`config.mk`:
```
export PLATFORM = sky130hd
export DESIGN_NAME = vco_freq_meter
export DESIGN_NICKNAME = d
export VERILOG_FILES = /design/src/rtl/fm_pkg.sv /design/src/rtl/fm_timebase.sv /design/src/rtl/fm_edge_sync.sv /design/src/rtl/fm_sat_counter.sv /design/src/rtl/vco_freq_meter.sv
export SDC_FILE = /design/constraint.sdc
export NUM_CORES = 1
export LEC_CHECK = 0
export BUFFER_PORTS_ARGS = -buffer_cell sky130_fd_sc_hd__buf_2
export CORE_ASPECT_RATIO = 0.5
export CORE_MARGIN = 10
export CORE_UTILIZATION = 59
export DETAILED_ROUTE_END_ITERATION = 6
export PLACE_DENSITY_LB_ADDON = 0.15
export SKIP_LAST_GASP = 1
export SYNTH_ARGS = -nofsm -noshare
export SYNTH_HDL_FRONTEND = slang
export SYNTH_SLANG_ARGS = --single-unit
```
`constraint.sdc`:
```
create_clock -name clk -period 2.37 [get_ports clk]
set_input_delay 0.3555 -clock clk [delete_from_list [all_inputs] [get_ports clk]]
set_output_delay 0.3555 -clock clk [all_outputs]
set_load 0.01 [all_outputs]
```
`src/rtl/fm_pkg.sv`:
```
package fm_pkg;
    localparam int CODE_W = 10;
    typedef enum logic {
        ST_GATE = 1'b0,
        ST_REST = 1'b1
    } meter_state_t;
endpackage

```
`src/rtl/fm_timebase.sv`:
```
// Produces the internal timebase tick: every cycle for a 4 MHz
// reference, every second cycle for an 8 MHz reference.
module fm_timebase (
    input  logic clk,
    input  logic rst_n,
    input  logic ref_is_4m,
    output logic tick
);
    logic half_ph;

    always_ff @(posedge clk or negedge rst_n) begin
        if (!rst_n) half_ph <= 1'b0;
        else        half_ph <= ~half_ph;
    end

    assign tick = ref_is_4m ? 1'b1 : half_ph;
endmodule

```
`src/rtl/fm_edge_sync.sv`:
```
// Brings an asynchronous oscillator into the reference domain and
// flags each rising edge with a one-cycle pulse.
module fm_edge_sync #(
    parameter int SYNC_STAGES = 2
) (
    input  logic clk,
    input  logic rst_n,
    input  logic async_in,
    output logic rise
);
    logic [SYNC_STAGES-1:0] chain;
    logic                   last;

    always_ff @(posedge clk or negedge rst_n) begin
        if (!rst_n) begin
            chain <= '0;
            last  <= 1'b0;
        end else begin
            chain <= {chain[SYNC_STAGES-2:0], async_in};
            last  <= chain[SYNC_STAGES-1];
        end
    end

    assign rise = chain[SYNC_STAGES-1] & ~last;
endmodule

```
`src/rtl/fm_sat_counter.sv`:
```
// Edge counter that sticks at its maximum value; cleared on request.
module fm_sat_counter #(
    parameter int W = 10
) (
    input  logic         clk,
    input  logic         rst_n,
    input  logic         clr,
    input  logic         inc,
    output logic [W-1:0] nxt
);
    localparam logic [W-1:0] TOP = '1;
    logic [W-1:0] cnt;

    assign nxt = (inc && cnt != TOP) ? cnt + 1'b1 : cnt;

    always_ff @(posedge clk or negedge rst_n) begin
        if (!rst_n)   cnt <= '0;
        else if (clr) cnt <= '0;
        else          cnt <= nxt;
    end
endmodule

```
`src/rtl/vco_freq_meter.sv`:
```
module vco_freq_meter
    import fm_pkg::*;
#(
    parameter int GATE_TICKS   = 400,
    parameter int PERIOD_TICKS = 400000,
    parameter int SYNC_STAGES  = 2
) (
    input  logic              clk,
    input  logic              rst_n,
    input  logic              ref_is_4m,
    input  logic              vco_a,
    input  logic              vco_b,
    output logic [CODE_W-1:0] code_a,
    output logic [CODE_W-1:0] code_b,
    output logic              upd
);
    localparam int NCH = 2;
    localparam int TCW = $clog2(PERIOD_TICKS);
    localparam logic [TCW-1:0] GATE_LAST = TCW'(GATE_TICKS - 1);
    localparam logic [TCW-1:0] REST_LAST = TCW'(PERIOD_TICKS - GATE_TICKS - 1);

    meter_state_t      state;
    logic [TCW-1:0]    tick_cnt;
    logic              tick;
    logic              leave_gate;
    logic [NCH-1:0]    vco_in;
    logic [NCH-1:0]    rise;
    logic [CODE_W-1:0] cnt_nx [NCH];

    assign vco_in = {vco_b, vco_a};

    fm_timebase u_tb (
        .clk       (clk),
        .rst_n     (rst_n),
        .ref_is_4m (ref_is_4m),
        .tick      (tick)
    );

    for (genvar ch = 0; ch < NCH; ch++) begin : g_chan
        fm_edge_sync #(.SYNC_STAGES(SYNC_STAGES)) u_sync (
            .clk      (clk),
            .rst_n    (rst_n),
            .async_in (vco_in[ch]),
            .rise     (rise[ch])
        );
        fm_sat_counter #(.W(CODE_W)) u_cnt (
            .clk   (clk),
            .rst_n (rst_n),
            .clr   (state == ST_REST),
            .inc   (rise[ch]),
            .nxt   (cnt_nx[ch])
        );
    end

    assign leave_gate = (state == ST_GATE) && tick && (tick_cnt == GATE_LAST);

    // State register and tick counter: advance only on timebase ticks.
    always_ff @(posedge clk or negedge rst_n) begin
        if (!rst_n) begin
            state    <= ST_GATE;
            tick_cnt <= '0;
        end else if (tick) begin
            unique case (state)
                ST_GATE: begin
                    if (tick_cnt == GATE_LAST) begin
                        state    <= ST_REST;
                        tick_cnt <= '0;
                    end else begin
                        tick_cnt <= tick_cnt + 1'b1;
                    end
                end
                ST_REST: begin
                    if (tick_cnt == REST_LAST) begin
                        state    <= ST_GATE;
                        tick_cnt <= '0;
                    end else begin
                        tick_cnt <= tick_cnt + 1'b1;
                    end
                end
            endcase
        end
    end

    // Outputs: both codes latched together with the strobe.
    always_ff @(posedge clk or negedge rst_n) begin
        if (!rst_n) begin
            code_a <= '0;
            code_b <= '0;
            upd    <= 1'b0;
        end else begin
            upd <= leave_gate;
            if (leave_gate) begin
                code_a <= cnt_nx[0];
                code_b <= cnt_nx[1];
            end
        end
    end
endmodule

```
======== Yosys cells after proc, flatten, opt, wreduce, memory -nomap -nowiden ========
Cells that the tools add are included.
word-level totals
  register bits ........................... 68
  logic and storage cells ................. 40
cells by class
  $add $sub $neg .......................... 3
  equal/unequal tests ..................... 4
  mux-type cells .......................... 11
  bitwise gates (word level) .............. 6
  reduce and logical (&&, ||, !) cells .... 4
operators with widths
  operator               number
  $mux 10                4
  $mux 19                2
  $pmux 19 s2            1
  $add 10x1->10 const B  2
  $ne 10x10->1 const B   2
  $add 19x1->19 const B  1
  $eq 19x19->1 const B   1
  $eq 19x9->1 const B    1
  $logic_and 1x1->1      4
  $not 1->1              4
  $mux 1                 3
  $and 1x1->1            2
  $pmux 1 s2             1

======== Longest topological paths before layout ========
Gate-level depths: netlist (run 1).
  depth after elaboration ................. 5
  mapped depth ............................ 7
  gate-level depth less buffers ........... 6

======== Hierarchy ========
From an unflattened synthesis (run 1), not the netlist that was laid out.
second synthesis, totals
  cell total of the unflattened synthesis .. 315
  area total of the unflattened synthesis .. 3422.0 um^2
modules (own cells, without submodules)
  module          instances  cells each  area an instance (um^2)  seq. area each (um^2)
  vco_freq_meter  1          152         1825.5                   1026.0
  fm_sat_counter  2          76          691.9                    250.2
  fm_edge_sync    2          4           88.8                     75.1
  fm_timebase     1          3           35.0                     25.0

======== Worst setup path after synthesis (run 1) ========
Ideal clock, no wire load.
  path kind ............................... register to register
  start ................................... register tick_cnt[0]
  end ..................................... register code_a[7]
  library setup time ...................... 128 ps
  arrival ................................. 1566 ps
  setup slack ............................. 676 ps
  cell stages (with the launch flop) ...... 8
  buffers on the path ..................... 1
  path through ............................ dfrtp_1 -> ha_1 -> o2111a_1 -> nand3_1 -> or2_1 -> buf_6 -> clkinv_2 -> mux2_1
on the way
  cells in the longest elaborated chain, start to end .. 2
ends and longest elaborated chain
  what                      line                  text
  start: declaration        vco_freq_meter.sv:23  logic [TCW-1:0] tick_cnt;
  start signal: assignment  vco_freq_meter.sv:69  tick_cnt <= tick_cnt + 1'b1;
  start signal: assignment  vco_freq_meter.sv:77  tick_cnt <= tick_cnt + 1'b1;
  $eq 19x9->1               vco_freq_meter.sv:55  assign leave_gate = (state == ST_GATE) && tick && (tick_cnt == GATE_LAST);
  $logic_and 1x1->1         vco_freq_meter.sv:55
  via leave_gate            vco_freq_meter.sv:25  logic leave_gate;
  end signal: assignment    vco_freq_meter.sv:93  code_a <= cnt_nx[0];
  end: declaration          vco_freq_meter.sv:13  output logic [CODE_W-1:0] code_a,
The timed path passes the listed nets, and every way through them passes these cells.
A chain may end at the register's enable or synchronous reset.

======== Worst setup path after layout (run 1) ========
  start ................................... register tick_cnt[0]
  end ..................................... register code_b[9]
on the way
  cells in the longest elaborated chain, start to end .. 2
ends and longest elaborated chain
  what                    line                  text
  $eq 19x9->1             vco_freq_meter.sv:55
  $logic_and 1x1->1       vco_freq_meter.sv:55
  end signal: assignment  vco_freq_meter.sv:94  code_b <= cnt_nx[1];
  end: declaration        vco_freq_meter.sv:14  output logic [CODE_W-1:0] code_b,
Every way passes these cells.

==> run metrics, run 1 <==
CP Cell Sequence=ha_1, o2111a_1, nand3_1, or2_1, buf_4, o31ai_2; largest net degree at the start of global routing=39; I/O pins=26; DRT antenna net count=0; Setup WS post-layout=0.586 ns; via/cell ratio=5.99; placed wire-length estimate=4730 um; leading area contributor after synthesis=dfrtp_1; FP Rows=18; Final #Nets=336; Synth top area share=0.543; async set-reset flop share out of synthesis=1.00; Mapped Area=3130 um^2; Final Hold Viols=0; core area=5020 um^2; initial antenna violation count=0; GR Overflow Total=0; Slew Viols, Final=0; nature of the critical path endpoint=flip-flop; largest cells by area after synthesis=dfrtp_1, o21ai_1, nor2_1, xnor2_1, mux2i_1; Least-Margin Pin Slew=0.727 ns; ratio of cells with drive above 1 in the final layout=0.162; Post CTS Setup Buffer Count=0; post-route cell area=3620 um^2; Hold Buf Count CTS=0; Tmin final=1.78 ns; reg2reg start=tick_cnt[0]$_DFFE_PN0N_; Setup-failing EPs final=0; largest family of logic cells by synthesized area=simple AND/OR/NAND/NOR gates; Crit Path Class=reg -> reg; CTS tree=built; final cell count without fillers=403; most common library cells after synthesis=dfrtp_1, o21ai_1, nor2_1, nand3_1, nand2_1; H-tree levels=3; Routability Congestion=0.848; final core utilization=0.720; Initial Util=0.624; Synth Area in Simple Gates=0.198; initial drt markers=240; final setup TNS=0 ns; mux contribution to synthesized area=0.0363; worst skew pair latency=0.35 ns; post-synthesis adder-cell area fraction=0.0120; Die Wd=123 um; FILL cells=356; CP Max Fanout=18; vias in the first global route=2389; diode count=0; syn nets=304; skew final=0.00855 ns; cts repair resizes=0; most common cell in the netlist=dfrtp_1; fmax=560 MHz; dpl ws=0.620 ns; CTS clk-pin slew, worst paths=0.08 ns; Yosys cell types=47; Die ar.=8800 um^2; Layout Area Growth over Synthesis=15.4%; Placed Cells=387; Syn Area/Cell=10.6 um^2; register bit total from synthesis=68; Worst IR Drop VDD=0.528 mV; Routed WL=6730 um; routed vias=2414; xor/xnor share of the synthesized area=0.0503; Crit path largest cell delay=0.39 ns; clock sink count=68; first-pass GRT wire length=11600 um; Leak Pwr=1.73 nW; max_slew headroom=0.515; die height=71.5 um; DP Area=3340 um^2; Post-synth EDFFs=0; largest delay contributor family on the critical path=compound AO/OA/AOI/OAI gates; Main synth FF type=dfrtp_1; RSZ-0062 raised after global routing=false; Final Total Pwr=3.30 mW; overall routing resource usage=0.164; Pwr Density=911 nW/um^2; Data arrival, critical path=2.03 ns; CTS buffer count=9; yosys warns=0; CP max-delay cell=dfrtp_1; I/O Buffers=25; sequential share of the synthesized area=0.543; Buffers & Inverters on Critical Path=1; Bufs on Longest Clock Path=2; Startpoint Class=flip-flop; Synth Instances=296; Hold Slack=0.0647 ns; Data required, critical path=2.62 ns; mean routed wirelength per cell=16.7 um; DR DRC count=0; Tcrit/Tclk final=0.753; Hold/Removal Path Class=in -> async; status=completed; DRT Pass-1 Iters=4; CP Launch Point=tick_cnt[0]$_DFFE_PN0N_; clk root buf=clkbuf_8; max cap viols=0; post-synthesis compound-gate area fraction=0.135
[area by class of cell]
type	count	area, um^2	share of cell area
clock inverter	6	135	0.0374
timing repair buffer	30	175	0.0484
inverter	7	27.5	0.00761
multi-input combinational	212	1350	0.374
tap	70	87.6	0.0242
clock buffer	10	138	0.0380
sequential	68	1700	0.470
[worst paths after layout]
kind                                                            end  cells past startpoint  slack, ns
worst min register to register  g_chan[1].u_sync.chain[1]$_DFF_PN0_                      0       0.35
worst min-delay path               g_chan[1].u_cnt.cnt[0]$_DFF_PN0_                      1       0.06
max in group asynchronous                  tick_cnt[13]$_DFFE_PN0N_                      2       1.66
worst max-delay path                          code_b[9]$_DFFE_PN0P_                      6       0.59
worst max register to register                code_b[9]$_DFFE_PN0P_                      6       0.59
min in group clk                g_chan[1].u_sync.chain[0]$_DFF_PN0_                      1       0.11
[state kept, by name, indices dropped and copies added (netlist names), 2 cells and up]
| name | flops |
|---|---|
| g_chan.u_cnt.cnt | 20 |
| g_chan.u_sync.last | 2 |
| g_chan.u_sync.chain | 4 |
| tick_cnt | 19 |
| code_b | 10 |
| code_a | 10 |
[report_power, final]
part / internal [mW] / leakage (nW) / switching (mW)
sequential: 1.32 / 0.889 / 0.214
combinational: 0.199 / 0.708 / 0.288
clock: 0.834 / 0.129 / 0.442
[metal layers]
metal  up-vias  track usage  routed length, um
li1       1150            -                  -
met1      1186        0.193               2880
met2        68        0.272               3370
met3        10       0.0625                386
met4         0       0.0578                 88
met5         -            0                  0
[cells by family after synthesis]
kind of cell | after synthesis
compound gates | 70
xor+xnor | 18
fa+ha+maj | 3
buf+inv | 16
flops | 68
mux | 11
simple gates | 110
[worst reg2reg max path, stage by stage (launching register included)]
cell and delay, ns:
dfrtp_1 0.39, ha_1 0.21, o2111a_1 0.24, nand3_1 0.10, or2_1 0.27, buf_4 0.21
o31ai_2 0.26
[cell usage in the layout, fill, tap and decap left out, types with 6 or more instances in the layout]
cell type,Yosys,routed
nand4_1,12,12
nor3_1,6,6
xor2_1,8,8
inv_1,6,6
nand2_1,13,13
a21oi_1,7,7
and2_1,6,6
buf_2,3,25
clkbuf_8,0,10
dfrtp_1,68,68
nor2_1,25,25
nand3_1,14,14
o21ai_1,36,36
xnor2_1,10,10
and3_1,7,7
mux2i_1,8,8
o21ai_0,7,7
and4_1,9,9
Power figures use the tool's default switching activity.
==> run 2, diff against run 1 <==
--- a/config.mk
+++ b/config.mk
@@ -8,7 +8,7 @@
 export BUFFER_PORTS_ARGS = -buffer_cell sky130_fd_sc_hd__buf_2
 export CORE_ASPECT_RATIO = 0.5
 export CORE_MARGIN = 10
-export CORE_UTILIZATION = 59
+export CORE_UTILIZATION = 53
 export DETAILED_ROUTE_END_ITERATION = 6
 export PLACE_DENSITY_LB_ADDON = 0.15
 export SKIP_LAST_GASP = 1
==> constraint.sdc (replaced) <==
create_clock -name clk -period 1.6 [get_ports clk]
set_input_delay 0.24 -clock clk [delete_from_list [all_inputs] [get_ports clk]]
set_output_delay 0.24 -clock clk [all_outputs]
set_load 0.01 [all_outputs]
==> run metrics, run 2 (same netlist as run 1, synthesis figures left out) <==
CP Max Fanout=4 (-14); final setup TNS=-0.0412 ns (-0.0412 ns); Placed Cells=425 (+9.8%); skew final=0.00564 ns (-0.00291 ns); DRT Pass-1 Iters=5 (+1); violated checks=setup timing; Bufs on Longest Clock Path=2 (unchanged); Final Hold Viols=0 (unchanged); max cap viols=0 (unchanged); most common cell after layout, fill and taps aside=dfrtp_1; CTS buffer count=9 (unchanged); Crit path largest cell delay=0.37 ns (-0.02 ns); DP Area=3630 um^2 (+8.5%); Hold Slack=0.0139 ns (-0.0508 ns); max_slew headroom=0.749 (+0.234); Final Total Pwr=5.47 mW (+66%); Die Wd=129 um (+4.6%); Least-Margin Pin Slew=0.373 ns (-0.355 ns); Tmin final=1.61 ns (-0.171 ns); CP max-delay cell=dfrtp_1; GR Overflow Total=0 (unchanged); CTS clk-pin slew, worst paths=0.05 ns (-0.03 ns); Leak Pwr=1.99 nW (+16%); vias in the first global route=2647 (+11%); Crit Path Class=reg -> reg; nature of the critical path endpoint=flip-flop; first-pass GRT wire length=12400 um (+7.0%); Initial Util=0.559 (-0.0654); dpl ws=-0.0707 ns (-0.690 ns); Setup-failing EPs final=4 (+4); I/O pins=26 (unchanged); Setup WS post-layout=-0.0130 ns (-0.599 ns); CP Cell Sequence=ha_2, o2111a_1, nand3_2, or2_4, clkinv_4, mux2_4; Data required, critical path=1.82 ns (-0.80 ns); Hold/Removal Path Class=in -> reg; Die ar.=9580 um^2 (+8.8%); Pwr Density=1310 nW/um^2 (+43%); overall routing resource usage=0.162 (-0.00203); largest net degree at the start of global routing=69 (+77%); worst skew pair latency=0.33 ns (-0.02 ns); ratio of cells with drive above 1 in the final layout=0.331 (+0.169); Worst IR Drop VDD=0.894 mV (+69%); Startpoint Class=flip-flop; die height=74.4 um (+4.0%); Tcrit/Tclk final=1.01 (+0.255); Most flops, register=g_chan.u_cnt.cnt; fmax=620 MHz (+11%); CTS tree=built; final cell count without fillers=448 (+11%); diode count=0 (unchanged); FP Rows=19 (+1); I/O Buffers=25 (unchanged); initial drt markers=269 (+12%); biggest regs=g_chan.u_cnt.cnt: 20 flops, tick_cnt: 19 flops; status=finished with violations; core area=5610 um^2 (+12%); via/cell ratio=5.73 (-4.3%); final core utilization=0.746 (+0.0255); number of flip-flops in the largest register=20 (unchanged); placed wire-length estimate=5150 um (+9.0%); H-tree levels=3 (unchanged); DRT antenna net count=0 (unchanged); clock sink count=68 (unchanged); Routability Congestion=0.946 (+12%); mean routed wirelength per cell=17.0 um (+1.7%); post-route cell area=4180 um^2 (+16%); Slew Viols, Final=0 (unchanged); clk root buf=clkbuf_16; initial antenna violation count=0 (unchanged); Routed WL=7600 um (+13%); Data arrival, critical path=1.83 ns (-0.20 ns); commonest cells after routing, fill and taps aside=dfrtp_1, buf_4, o21ai_1, nor2_1, buf_2; RSZ-0062 raised after global routing=true; Layout Area Growth over Synthesis=33.5%; routed vias=2567 (+6.3%); DR DRC count=0 (unchanged); Final #Nets=379 (+13%)
[run 2: area by class of cell]
cell class	count	area [um^2]
clock buffers	13	240
flip-flops and latches	68	1700
multi-input cells	212	1540
clock inverters	2	60.1
well taps	73	91.3
inverters	7	31.3
fillers	383	1430
repair buffers	73	515
[run 2: critical path, delay by kind of cell (launching register included)]
| family | cells | cell delay, ns |
|---|---|---|
| adder cells (fa/ha/maj) | 1 | 0.19 |
| flip-flops | 1 | 0.37 |
| AO/OA/AOI/OAI | 1 | 0.20 |
| multiplexers | 1 | 0.29 |
| buffers and inverters | 1 | 0.08 |
| AND/OR/NAND/NOR | 2 | 0.37 |
[run 2: metal layers]
| metal | vias up | wire length (um) | global-route usage |
|---|---|---|---|
| met3 | 12 | 409 | 0.0589 |
| li1 | 1234 | - | - |
| met1 | 1264 | 3270 | 0.182 |
| met2 | 57 | 3830 | 0.285 |
| met5 | - | 0 | 0 |
| met4 | 0 | 93 | 0.0588 |
[run 2: power breakdown]
part           switching [mW]  internal [mW]  total, mW
clock                   0.679           1.36       2.04
combinational           0.688          0.558       1.25
sequential              0.227           1.96       2.19
[run 2: path summary, 6_finish.rpt]
check / cells after the start / startpoint / slack [ns] / endpoint
worst max-delay path: 6 / tick_cnt[0]$_DFFE_PN0N_ / -0.01 / code_b[4]$_DFFE_PN0P_
max in group asynchronous: 3 / rst_n / 0.85 / tick_cnt[10]$_DFFE_PN0N_
worst min-delay path: 1 / vco_b / 0.01 / g_chan[1].u_sync.chain[0]$_DFF_PN0_
worst max register to register: 6 / tick_cnt[0]$_DFFE_PN0N_ / -0.01 / code_b[4]$_DFFE_PN0P_
min in group asynchronous: 3 / rst_n / 0.45 / code_b[1]$_DFFE_PN0P_
worst min register to register: 0 / g_chan[1].u_sync.chain[0]$_DFF_PN0_ / 0.35 / g_chan[1].u_sync.chain[1]$_DFF_PN0_
[run 2: timing repair]
action,in CTS,in global routing
hold buffers,1,0
resized for setup,8,33
buffers inserted,4,3
endpoints found under the setup margin,13,41
pin swaps,3,5
endpoints found under the hold margin,68,0
